**src/rtl/la_pkg.sv**
```systemverilog
package la_pkg;
  typedef enum logic [1:0] {
    LA_BYTE = 2'b00,
    LA_HALF = 2'b01,
    LA_WORD = 2'b10,
    LA_WIDE = 2'b11
  } la_size_e;
endpackage

```
**src/rtl/la_rotator.sv**
```systemverilog
module la_rotator #(
  parameter int DATA_W = 32,
  parameter int LANE_W = 8,
  localparam int NLANES = DATA_W / LANE_W,
  localparam int SEL_W  = $clog2(NLANES)
) (
  input  logic [DATA_W-1:0] data_i,
  input  logic [SEL_W-1:0]  sel_i,
  output logic [DATA_W-1:0] rot_o
);
  logic [DATA_W-1:0] cand [NLANES];

  for (genvar k = 0; k < NLANES; k++) begin : g_lane
    if (k == 0) begin : g_id
      assign cand[k] = data_i;
    end else begin : g_rot
      assign cand[k] = {data_i[k*LANE_W-1:0], data_i[DATA_W-1:k*LANE_W]};
    end
  end

  assign rot_o = cand[sel_i];
endmodule

```
**src/rtl/la_extender.sv**
```systemverilog
module la_extender
  import la_pkg::*;
#(
  parameter int DATA_W = 32,
  parameter int LANE_W = 8,
  localparam int HALF_W = 2 * LANE_W
) (
  input  logic [DATA_W-1:0] rot_i,
  input  la_size_e          size_i,
  input  logic              sgn_i,
  input  logic              odd_i,
  output logic [DATA_W-1:0] res_o
);
  logic [DATA_W-1:0] byte_z, byte_s, half_z, half_s, half_rot;

  assign byte_z   = {{(DATA_W-LANE_W){1'b0}}, rot_i[LANE_W-1:0]};
  assign byte_s   = {{(DATA_W-LANE_W){rot_i[LANE_W-1]}}, rot_i[LANE_W-1:0]};
  assign half_z   = {{(DATA_W-HALF_W){1'b0}}, rot_i[HALF_W-1:0]};
  assign half_s   = {{(DATA_W-HALF_W){rot_i[HALF_W-1]}}, rot_i[HALF_W-1:0]};
  // odd halfword: lanes a-1 and a, rotated within the word
  assign half_rot = {rot_i[DATA_W-1 -: LANE_W], {(DATA_W-HALF_W){1'b0}},
                     rot_i[LANE_W-1:0]};

  always_comb begin
    unique case (size_i)
      LA_BYTE: res_o = sgn_i ? byte_s : byte_z;
      LA_HALF: begin
        if (odd_i) res_o = sgn_i ? byte_s : half_rot;
        else       res_o = sgn_i ? half_s : half_z;
      end
      default: res_o = rot_i;
    endcase
  end
endmodule

```
**src/rtl/la_stage_reg.sv**
```systemverilog
module la_stage_reg #(
  parameter int DATA_W = 32
) (
  input  logic              clk_i,
  input  logic              rst_ni,
  input  logic              valid_i,
  input  logic [DATA_W-1:0] data_i,
  output logic              valid_o,
  output logic [DATA_W-1:0] data_o
);
  always_ff @(posedge clk_i or negedge rst_ni) begin
    if (!rst_ni) begin
      valid_o <= 1'b0;
      data_o  <= '0;
    end else begin
      valid_o <= valid_i;
      if (valid_i) data_o <= data_i;
    end
  end
endmodule

```
**src/rtl/load_align_stage.sv**
```systemverilog
module load_align_stage
  import la_pkg::*;
#(
  parameter int DATA_W = 32,
  parameter int LANE_W = 8,
  localparam int NLANES = DATA_W / LANE_W,
  localparam int SEL_W  = $clog2(NLANES)
) (
  input  logic              clk_i,
  input  logic              rst_ni,
  input  logic              valid_i,
  input  logic [DATA_W-1:0] raw_i,
  input  logic [SEL_W-1:0]  addr_lo_i,
  input  logic [1:0]        size_i,
  input  logic              signed_i,
  output logic              valid_o,
  output logic [DATA_W-1:0] data_o
);
  logic [DATA_W-1:0] rot, res;

  la_rotator #(.DATA_W(DATA_W), .LANE_W(LANE_W)) u_rot (
    .data_i(raw_i),
    .sel_i (addr_lo_i),
    .rot_o (rot)
  );

  la_extender #(.DATA_W(DATA_W), .LANE_W(LANE_W)) u_ext (
    .rot_i (rot),
    .size_i(la_size_e'(size_i)),
    .sgn_i (signed_i),
    .odd_i (addr_lo_i[0]),
    .res_o (res)
  );

  la_stage_reg #(.DATA_W(DATA_W)) u_reg (
    .clk_i  (clk_i),
    .rst_ni (rst_ni),
    .valid_i(valid_i),
    .data_i (res),
    .valid_o(valid_o),
    .data_o (data_o)
  );
endmodule

```
**config.mk**
```make
export PLATFORM = sky130hd
export DESIGN_NAME = load_align_stage
export DESIGN_NICKNAME = d
export VERILOG_FILES = /design/src/rtl/la_pkg.sv /design/src/rtl/la_rotator.sv /design/src/rtl/la_extender.sv /design/src/rtl/la_stage_reg.sv /design/src/rtl/load_align_stage.sv
export SDC_FILE = /design/constraint.sdc
export NUM_CORES = 1
export LEC_CHECK = 0
export ABC_AREA = 1
export BUFFER_PORTS_ARGS = -buffer_cell sky130_fd_sc_hd__buf_2
export CAP_MARGIN = 20
export CORE_UTILIZATION = 46
export DETAILED_ROUTE_END_ITERATION = 12
export PLACE_DENSITY_LB_ADDON = 0.25
export SLEW_MARGIN = 20
export SYNTH_ARGS = -nofsm -noshare
export SYNTH_HDL_FRONTEND = slang
export SYNTH_SLANG_ARGS = --single-unit
```
**constraint.sdc**
```tcl
create_clock -name clk_i -period 0.8 [get_ports clk_i]
set_input_delay 0.08 -clock clk_i [delete_from_list [all_inputs] [get_ports clk_i]]
set_output_delay 0.08 -clock clk_i [all_outputs]
set_load 0.02 [all_outputs]
```
# Yosys cells after proc, flatten, opt, wreduce, memory -nomap -nowiden
# Index checks and enable logic that the tools add are counted.
[op_classes]
mux = 8
add_sub_neg = 0
shifts = 0
n_eq_ne = 1
n_reduce_logical = 1
n_div = 0
bitwise_logic = 1
n_mul = 0
n_lt_le_gt_ge = 1
[ops]
columns = ["operator", "count"]
rows = [
  ["32-bit 2-to-1 mux", 6],
  ["32-bit binary-select mux with 2-bit select", 1],
  ["32-bit case mux with 2 select lines", 1],
  ["3-bit greater-or-equal comparator (second input constant)", 1],
  ["2-bit NOT with 3-bit output", 1],
  ["2-bit by 1-bit equality test with 1-bit output (second input constant)", 1],
  ["2-bit logical NOT", 1],
]
[totals]
latchBits = 0
ff_bits = 33
rom_bits = 0
mem_bits_rw = 0
mem_count = 0
out_inout_bits = 33

# Logic depth before layout (Yosys ltp)
# Gate-level depths: netlist of run 1.
[depth]
depth_word = 7
depth_mapped = 11
depth_no_buf = 9

# By module
# From an unflattened synthesis of run 1, not the netlist that was laid out.
[hier_totals]
hier_cells = 458
area_unflattened_um2 = 2879.0
[modules_own_cells]
columns = ["mod", "cells_per_inst", "area_each_um2", "n_inst"]
rows = [
  ["la_stage_reg", 137, 1317.5, 1],
  ["la_rotator", 208, 945.9, 1],
  ["la_extender", 113, 615.6, 1],
]

# Worst setup path before layout of run 1
# Ideal clock, no wire load.
[synth_path]
path_kind = "input to register"
startpoint = "in addr_lo_i[0]"
endpoint = "reg u_reg.data_o[20]"
t_arrival_ps = 940
required_ps = 682
setup_slack_ps = -258
stages = 9
setup_ps = 118
path_buffers = 3
cell_sequence = "buf_6 > buf_6 > buf_4 > o21ai_1 > nand2_1 > nand3_1 > nand2_1 > nor2_2 > nor2_2"
[synth_between]
elab_chain_cells = 7
word_cells_on_any_way = 9
classes_between = "mux (8); bitwise (1)"
[synth_rtl]
columns = ["element", "line", "text"]
rows = [
  ["start, declared", "load_align_stage.sv:13", "input logic [SEL_W-1:0] addr_lo_i,"],
  ["2-bit NOT with 3-bit output (implied by the code)", "la_rotator.sv:21", "assign rot_o = cand[sel_i];"],
  ["32-bit binary-select mux with 2-bit select", "la_rotator.sv:21", ""],
  ["32-bit 2-to-1 mux (implied by the code) (2 in series)", "la_rotator.sv:21", ""],
  ["32-bit 2-to-1 mux, on equally long branches", "la_extender.sv:29, la_extender.sv:28", ""],
  ["32-bit 2-to-1 mux", "la_extender.sv:28", "if (odd_i) res_o = sgn_i ? byte_s : half_rot;"],
  ["32-bit case mux with 2 select lines (*)", "la_extender.sv:25", "unique case (size_i)"],
  ["end signal, assigned", "la_stage_reg.sv:17", "if (valid_i) data_o <= data_i;"],
  ["end, declared", "la_stage_reg.sv:9", "output logic [DATA_W-1:0] data_o"],
]
# Every way passes the cells marked *; elsewhere a longest branch is shown, timed or not. The select of a mux whose other input is x is not followed.
# A chain may end at the register's enable or synchronous reset.

# Worst setup path in the final report of run 1
[layout_path]
startpoint = "reg u_reg.data_o[13]"
endpoint = "out data_o[13]"
[layout_rtl]
columns = ["element", "line", "text"]
rows = [
  ["end, declared", "load_align_stage.sv:17", "output logic [DATA_W-1:0] data_o"],
]
# No word-level cell between the ends.

==> results of run 1 <==
kinds of logic after synthesis:
family	count (synthesis)	synth area share, %
flip-flops	33	36.40
buffers and inverters	37	8.218
AO/OA/AOI/OAI	40	10.15
AND/OR/NAND/NOR	236	45.23
power by group through the flow:
stage	clock network (mW)	registers [mW]	logic, mW
2_1_floorplan	0	2.27	0.843
3_3_place_gp	0	2.01	1.73
3_5_place_dp	0	2.01	1.76
4_1_cts	1.28	2.02	2.31
5_1_grt	1.36	2.06	2.86
6_report	1.32	2.05	2.69
cells in the final DEF (no fill, tap or decap), drive strengths merged, types with 7 or more instances in the layout:
| cell | instances |
|---|---|
| buf | 134 |
| clkbuf | 8 |
| dfrtp | 33 |
| inv | 16 |
| nand2 | 103 |
| nand3 | 21 |
| nor2 | 97 |
| nor3 | 7 |
| o21ai | 31 |
| o22a | 7 |
worst max-delay path by stage:
stage                           startpoint                to  slack (ns)  cells after the start
final                     u_reg.data_o[13]        data_o[13]       -0.17                      1
after detailed placement      addr_lo_i[0]  u_reg.data_o[23]       -0.51                      9
after global routing      u_reg.data_o[13]        data_o[13]       -0.17                      1
after floorplan               addr_lo_i[0]  u_reg.data_o[16]       -0.23                      9
after global placement        addr_lo_i[0]  u_reg.data_o[22]       -0.45                      9
after CTS                 u_reg.data_o[13]        data_o[13]       -0.12                      1
timing repair:
action,in CTS,in global routing
setup endpoints to repair,61,61
gates cloned,3,4
resized for setup,93,58
buffers inserted,21,8
hold endpoints to repair,33,0
hold buffers,1,0
pin swaps,11,16
area by class of cell:
type                    count  area [um2]  area share, %
multi-input cells         276        1613          39.70
clock inverters             3       17.52         0.4312
clock buffers               5       68.82          1.694
well taps                  67       83.83          2.063
repair inverters            1       8.758         0.2156
inverters                  15       73.82          1.817
repair buffers            139        1371          33.75
flip-flops and latches     33       825.8          20.33
sequential cells by signal, summed over array words and instances (netlist names):
signal and flops:
u_reg.valid_o 1, u_reg.data_o 32
per-layer routing:
metal | part of all wire (%) | up-vias | routed length, um
met1 | 36 | 1441 | 3254
met4 | 5.6 | 0 | 504
met5 | 0 | - | 0
met2 | 51 | 184 | 4530
li1 | - | 1349 | -
met3 | 7.2 | 48 | 640
==> results.md, run 1 <==
- Outcome: finished with violations
- Top cells by area, synth: dfrtp_1 36%, nand2_1 17%, nor2_1 13%, nor2_2 5.5%, o21ai_0 4.2%
- Highest clock rate: 1.036 GHz
- Nets: 511
- Crit path DAT: 0.89 ns
- Vias in the first global route: 2656
- Clock sink total: 33
- Gr busiest metal: met2
- FF-to-FF path depth: 3
- Syn Inst Count: 346
- Top cell type's share of synthesized area: 36.40%
- Net Sw Power: 2.259 mW
- Final hold vios: 0
- Grt met1 use: 34.45%
- Worst stage delay on the critical path: 0.43 ns
- Crit path buffers/inverters: 1
- Syn Area/Cell: 6.556 um2
- 1st-iter DRT viols: 360
- Synth Cell Area: 2268 um2
- Final Max Slew Viols: 0
- Cell with the most instances after synthesis: nand2_1
- Total Die Area: 5216 um2
- Reg2reg start: u_reg.data_o[24]
- Rows: 25
- Final WL: 8929 um
- Critical path startpoint category: flop
- Gp weighted congestion: 0.8567
- Hold Slack: 0.1360 ns
- Post-synth top flop: dfrtp_1
- Root Buffer: clkbuf_8
- CTS Buf Count: 5
- Worst Max-Slew Pin Slew: 0.2584 ns
- Asr flop ratio synth: 100.0%
- Max clock buf depth: 2
- Final Cycle Share: 120.7%
- Slowest-stage cell, CP: dfrtp_1
- Tot GR Track Use: 29.11%
- Ant. Diodes: 0
- Initial antenna violation count: 0
- DIE HEIGHT: 72.23 um
- Boundary Pins: 73
- Delay-heaviest family, CP: flip-flops
- CORE AREA: 4723 um2
- CP Class: flop to output pin
- Reg-to-reg slack, setup: -0.06 ns
- Headroom to the max-slew limit: 82.66%
- Layout cells sized above 1: 49.58%
- Sw Ratio: 37.26%
- WL/cell: 16.57 um
- Final Cell Area: 4063 um2
- Crit-path cells: buf_6
- Clock Power Share: 21.7%
- Tmin final: 0.9652 ns
- First-pass GRT wire length: 11700 um
- Detailed Routing Iterations Pass 1: 5
- HP Class: primary input to async pin
- Total power: 6.061 mW
- Largest net degree at the start of global routing: 33
- Worst-path clk slew: 0.08 ns
- Post-synth top cells: 103 x nand2_1, 77 x nor2_1, 33 x dfrtp_1
- RSZ-0062 raised after global routing: true
- Worst endpoint required time: 0.72 ns
- Met3 Use GR: 4.028%
- Final WS setup: -0.1652 ns
- Lkg Pwr: 1.971 nW
- Reg2reg end: u_reg.data_o[24]
- Internal: 3.803 mW
- M2 GR Usage: 53.06%
- # H-tree levels: 2
- TNS Setup: -5.869 ns
- Fin util: 86.01%
- Die width: 72.23 um
- Sequential power share: 33.8%
- Synth unique cells: 26
- Filler Cell Count: 233
- Combinational power share: 44.5%
- Port bufs: 72
- MaxCap Viol Count: 0
- Skew final: 0 ns
- Maximum fanout along the worst path: 2
- Cell count after placement: 494
- #FFs+latches synth: 33
- Initial core utilization: 48.03%
- Pre-CTS setup slack: -0.5138 ns
- DPL Wire Length: 4824 um
- Cell Count, Final, Fillers Out: 539
- CP Capture Type: output pin
- Register area share after synthesis: 36.40%
- Clock Latency Late Sink: 0.30 ns
- Post-synth EDFFs: 0
- Placed inst area: 3038 um2
- Ys Warns: 0
- CTS tree: done
- Via density: 5.607
- Via count: 3022
- Final setup violation count: 60
- Post-synth top area cell: dfrtp_1
- Worst vdd ir: 0.9330 mV
- Failing checks: setup timing
- DRC: 0
- Number of antenna-violating nets in the routed design: 0
- Pwr dens: 1492 nW/um2
- Overflow after GRT: 0
- Syn_nets: 386
- Syn-to-layout area delta: 79.10%
Power figures use the tool's default switching activity.
==> run 2, diff against run 1 <==
--- a/config.mk
+++ b/config.mk
@@ -6,9 +6,10 @@
 export NUM_CORES = 1
 export LEC_CHECK = 0
 export ABC_AREA = 1
-export BUFFER_PORTS_ARGS = -buffer_cell sky130_fd_sc_hd__buf_2
-export CAP_MARGIN = 20
+export BUFFER_PORTS_ARGS = -buffer_cell sky130_fd_sc_hd__buf_4
+export CAP_MARGIN = 30
 export CORE_UTILIZATION = 46
+export CTS_CLUSTER_SIZE = 25
 export DETAILED_ROUTE_END_ITERATION = 12
 export PLACE_DENSITY_LB_ADDON = 0.25
 export SLEW_MARGIN = 20
==> run 2 against run 1 <==
  * The run still ends with setup timing left
  * Critical path type is now primary input to flop
  * Register-to-register slack worse by 0.03 ns
  * Worst setup slack worse by 0.014 ns
  * Non-clock buffer count down 15
==> results.md, run 2 (synthesis gave the netlist of run 1 again) <==
- Outcome: finished with violations
- Failing checks: setup timing
- First-pass GRT wire length: 12080 um
- Critical path startpoint category: primary input
- Worst vdd ir: 1.145 mV
- Hold Path End: u_reg.data_o[12]
- Placed inst area: 3156 um2
- CP Class: primary input to flop
- CTS Buf Count: 5
- Final hold vios: 0
- Root Buffer: clkbuf_8
- Nets: 495
- Pwr dens: 1591 nW/um2
- 1st-iter DRT viols: 362
- Number of antenna-violating nets in the routed design: 0
- Filler Cell Count: 262
- Worst Max-Slew Pin Slew: 0.4470 ns
- Port bufs: 72
- Maximum fanout along the worst path: 12
- Layout cells sized above 1: 47.15%
- Largest regs: u_reg.data_o (32), u_reg.valid_o (1)
- Register area: 825.8 um2
- Clock sink total: 33
- Reg2reg end: u_reg.data_o[6]
- DIE HEIGHT: 72.23 um
- Ant. Diodes: 0
- Vias in the first global route: 2681
- Largest net degree at the start of global routing: 34
- CP Capture Type: flop
- Hold_sp: valid_i
- Max clock buf depth: 2
- Commonest cells after routing, fill and taps aside: 87 x nand2_1, 72 x buf_4, 66 x nor2_1, 38 x buf_6, 33 x dfrtp_1
- Via density: 5.610
- Via count: 2934
- Final Cycle Share: 122.4%
- CTS tree: done
- Boundary Pins: 73
- Commonest non-fill, non-tap cell in the layout: nand2_1
- Syn-to-layout area delta: 74.57%
- Clock Latency Late Sink: 0.29 ns
- Final Cell Area: 3960 um2
- Max reg flops: 32
- Rows: 25
- Reg with most FFs: u_reg.data_o
- CORE AREA: 4723 um2
- Fin util: 83.84%
- WL/cell: 16.78 um
- Final WS setup: -0.1793 ns
- Die width: 72.23 um
- Tot GR Track Use: 30.50%
- DRC: 0
- Lkg Pwr: 1.920 nW
- Gp weighted congestion: 0.8998
- # H-tree levels: 2
- Reg-to-reg slack, setup: -0.09 ns
- MaxCap Viol Count: 0
- Final WL: 8774 um
- Total Die Area: 5216 um2
- DPL Wire Length: 4827 um
- Worst endpoint required time: 0.98 ns
- Initial antenna violation count: 0
- Reg2reg start: u_reg.data_o[6]
- FF-to-FF path depth: 2
- Headroom to the max-slew limit: 70.20%
- Worst-path clk slew: 0.07 ns
- Detailed Routing Iterations Pass 1: 5
- Total power: 6.299 mW
- Highest clock rate: 1.021 GHz
- HP Class: primary input to flop
- Initial core utilization: 48.03%
- Final setup violation count: 63
- Skew final: 0 ns
- Final Max Slew Viols: 0
- Overflow after GRT: 0
- Tmin final: 0.9793 ns
- Area occupied by multi-input gates: 1609 um2
- Crit path DAT: 1.16 ns
- RSZ-0062 raised after global routing: true
- Hold depth: 3
run 2: cell type report:
class,instances,area share (%)
multi-input cells,276,40.63
flip-flops and latches,33,20.85
clock buffers,7,2.180
inverters,15,1.675
clock inverters,1,0.7583
repair buffers,124,31.79
well taps,67,2.117
run 2: worst max path at each step:
stage	from	to	slack, ns	cells past startpoint
detailed placement	addr_lo_i[0]	u_reg.data_o[8]	-0.47	8
floorplan	addr_lo_i[0]	u_reg.data_o[16]	-0.23	9
global placement	addr_lo_i[0]	u_reg.data_o[22]	-0.40	9
CTS	u_reg.data_o[13]	data_o[13]	-0.13	1
global route	addr_lo_i[0]	u_reg.data_o[25]	-0.22	11
finish	addr_lo_i[0]	u_reg.data_o[25]	-0.18	11
run 2: layer usage:
layer / up-vias / global-route usage (%) / routed length, um / part of all wire [%]
met5: - / 0 / 0 / 0
met4: 0 / 14.81 / 401 / 4.6
met3: 51 / 5.556 / 591 / 6.7
met2: 169 / 56.59 / 4561 / 52
met1: 1401 / 33.19 / 3219 / 37
li1: 1313 / - / - / -
run 2: power by group:
part	internal, mW	switching, mW	leakage [nW]
clock	1.02	0.654	0.0585
sequential	1.88	0.174	0.379
combinational	1.25	1.33	1.48
total	4.14	2.16	1.92
run 2: repair_timing:
| action | in CTS | in global routing |
|---|---|---|
| cloned | 2 | 1 |
| setup buffers | 17 | 5 |
| pin swaps | 10 | 7 |
| gates resized for setup | 70 | 35 |
| hold buffers | 1 | 0 |
| endpoints found under the setup margin | 59 | 63 |
| endpoints found under the hold margin | 33 | 0 |
run 2: metrics by stage:
stage          TNS (ns)  worst slack, ns  hold WS (ns)  instances
2_1_floorplan    -5.315          -0.2311       -0.2156        346
4_1_cts          -3.948          -0.1269        0.1416        517
5_1_grt          -6.893          -0.2169        0.1707        523
6_report         -5.423          -0.1793        0.1488        523
3_5_place_dp     -12.03          -0.4662       0.05253        489
3_3_place_gp     -10.94          -0.4049       0.04841        489
run 2: worst max-delay path, stage by stage:
cell and delay [ns]:
buf_12 0.13, buf_12 0.12, buf_16 0.14, nand2_2 0.09
o21ai_4 0.06, nand2_1 0.09, nand2_1 0.12, nand2_1 0.09
nand2_1 0.06, nor2_1 0.12, nor2_1 0.06
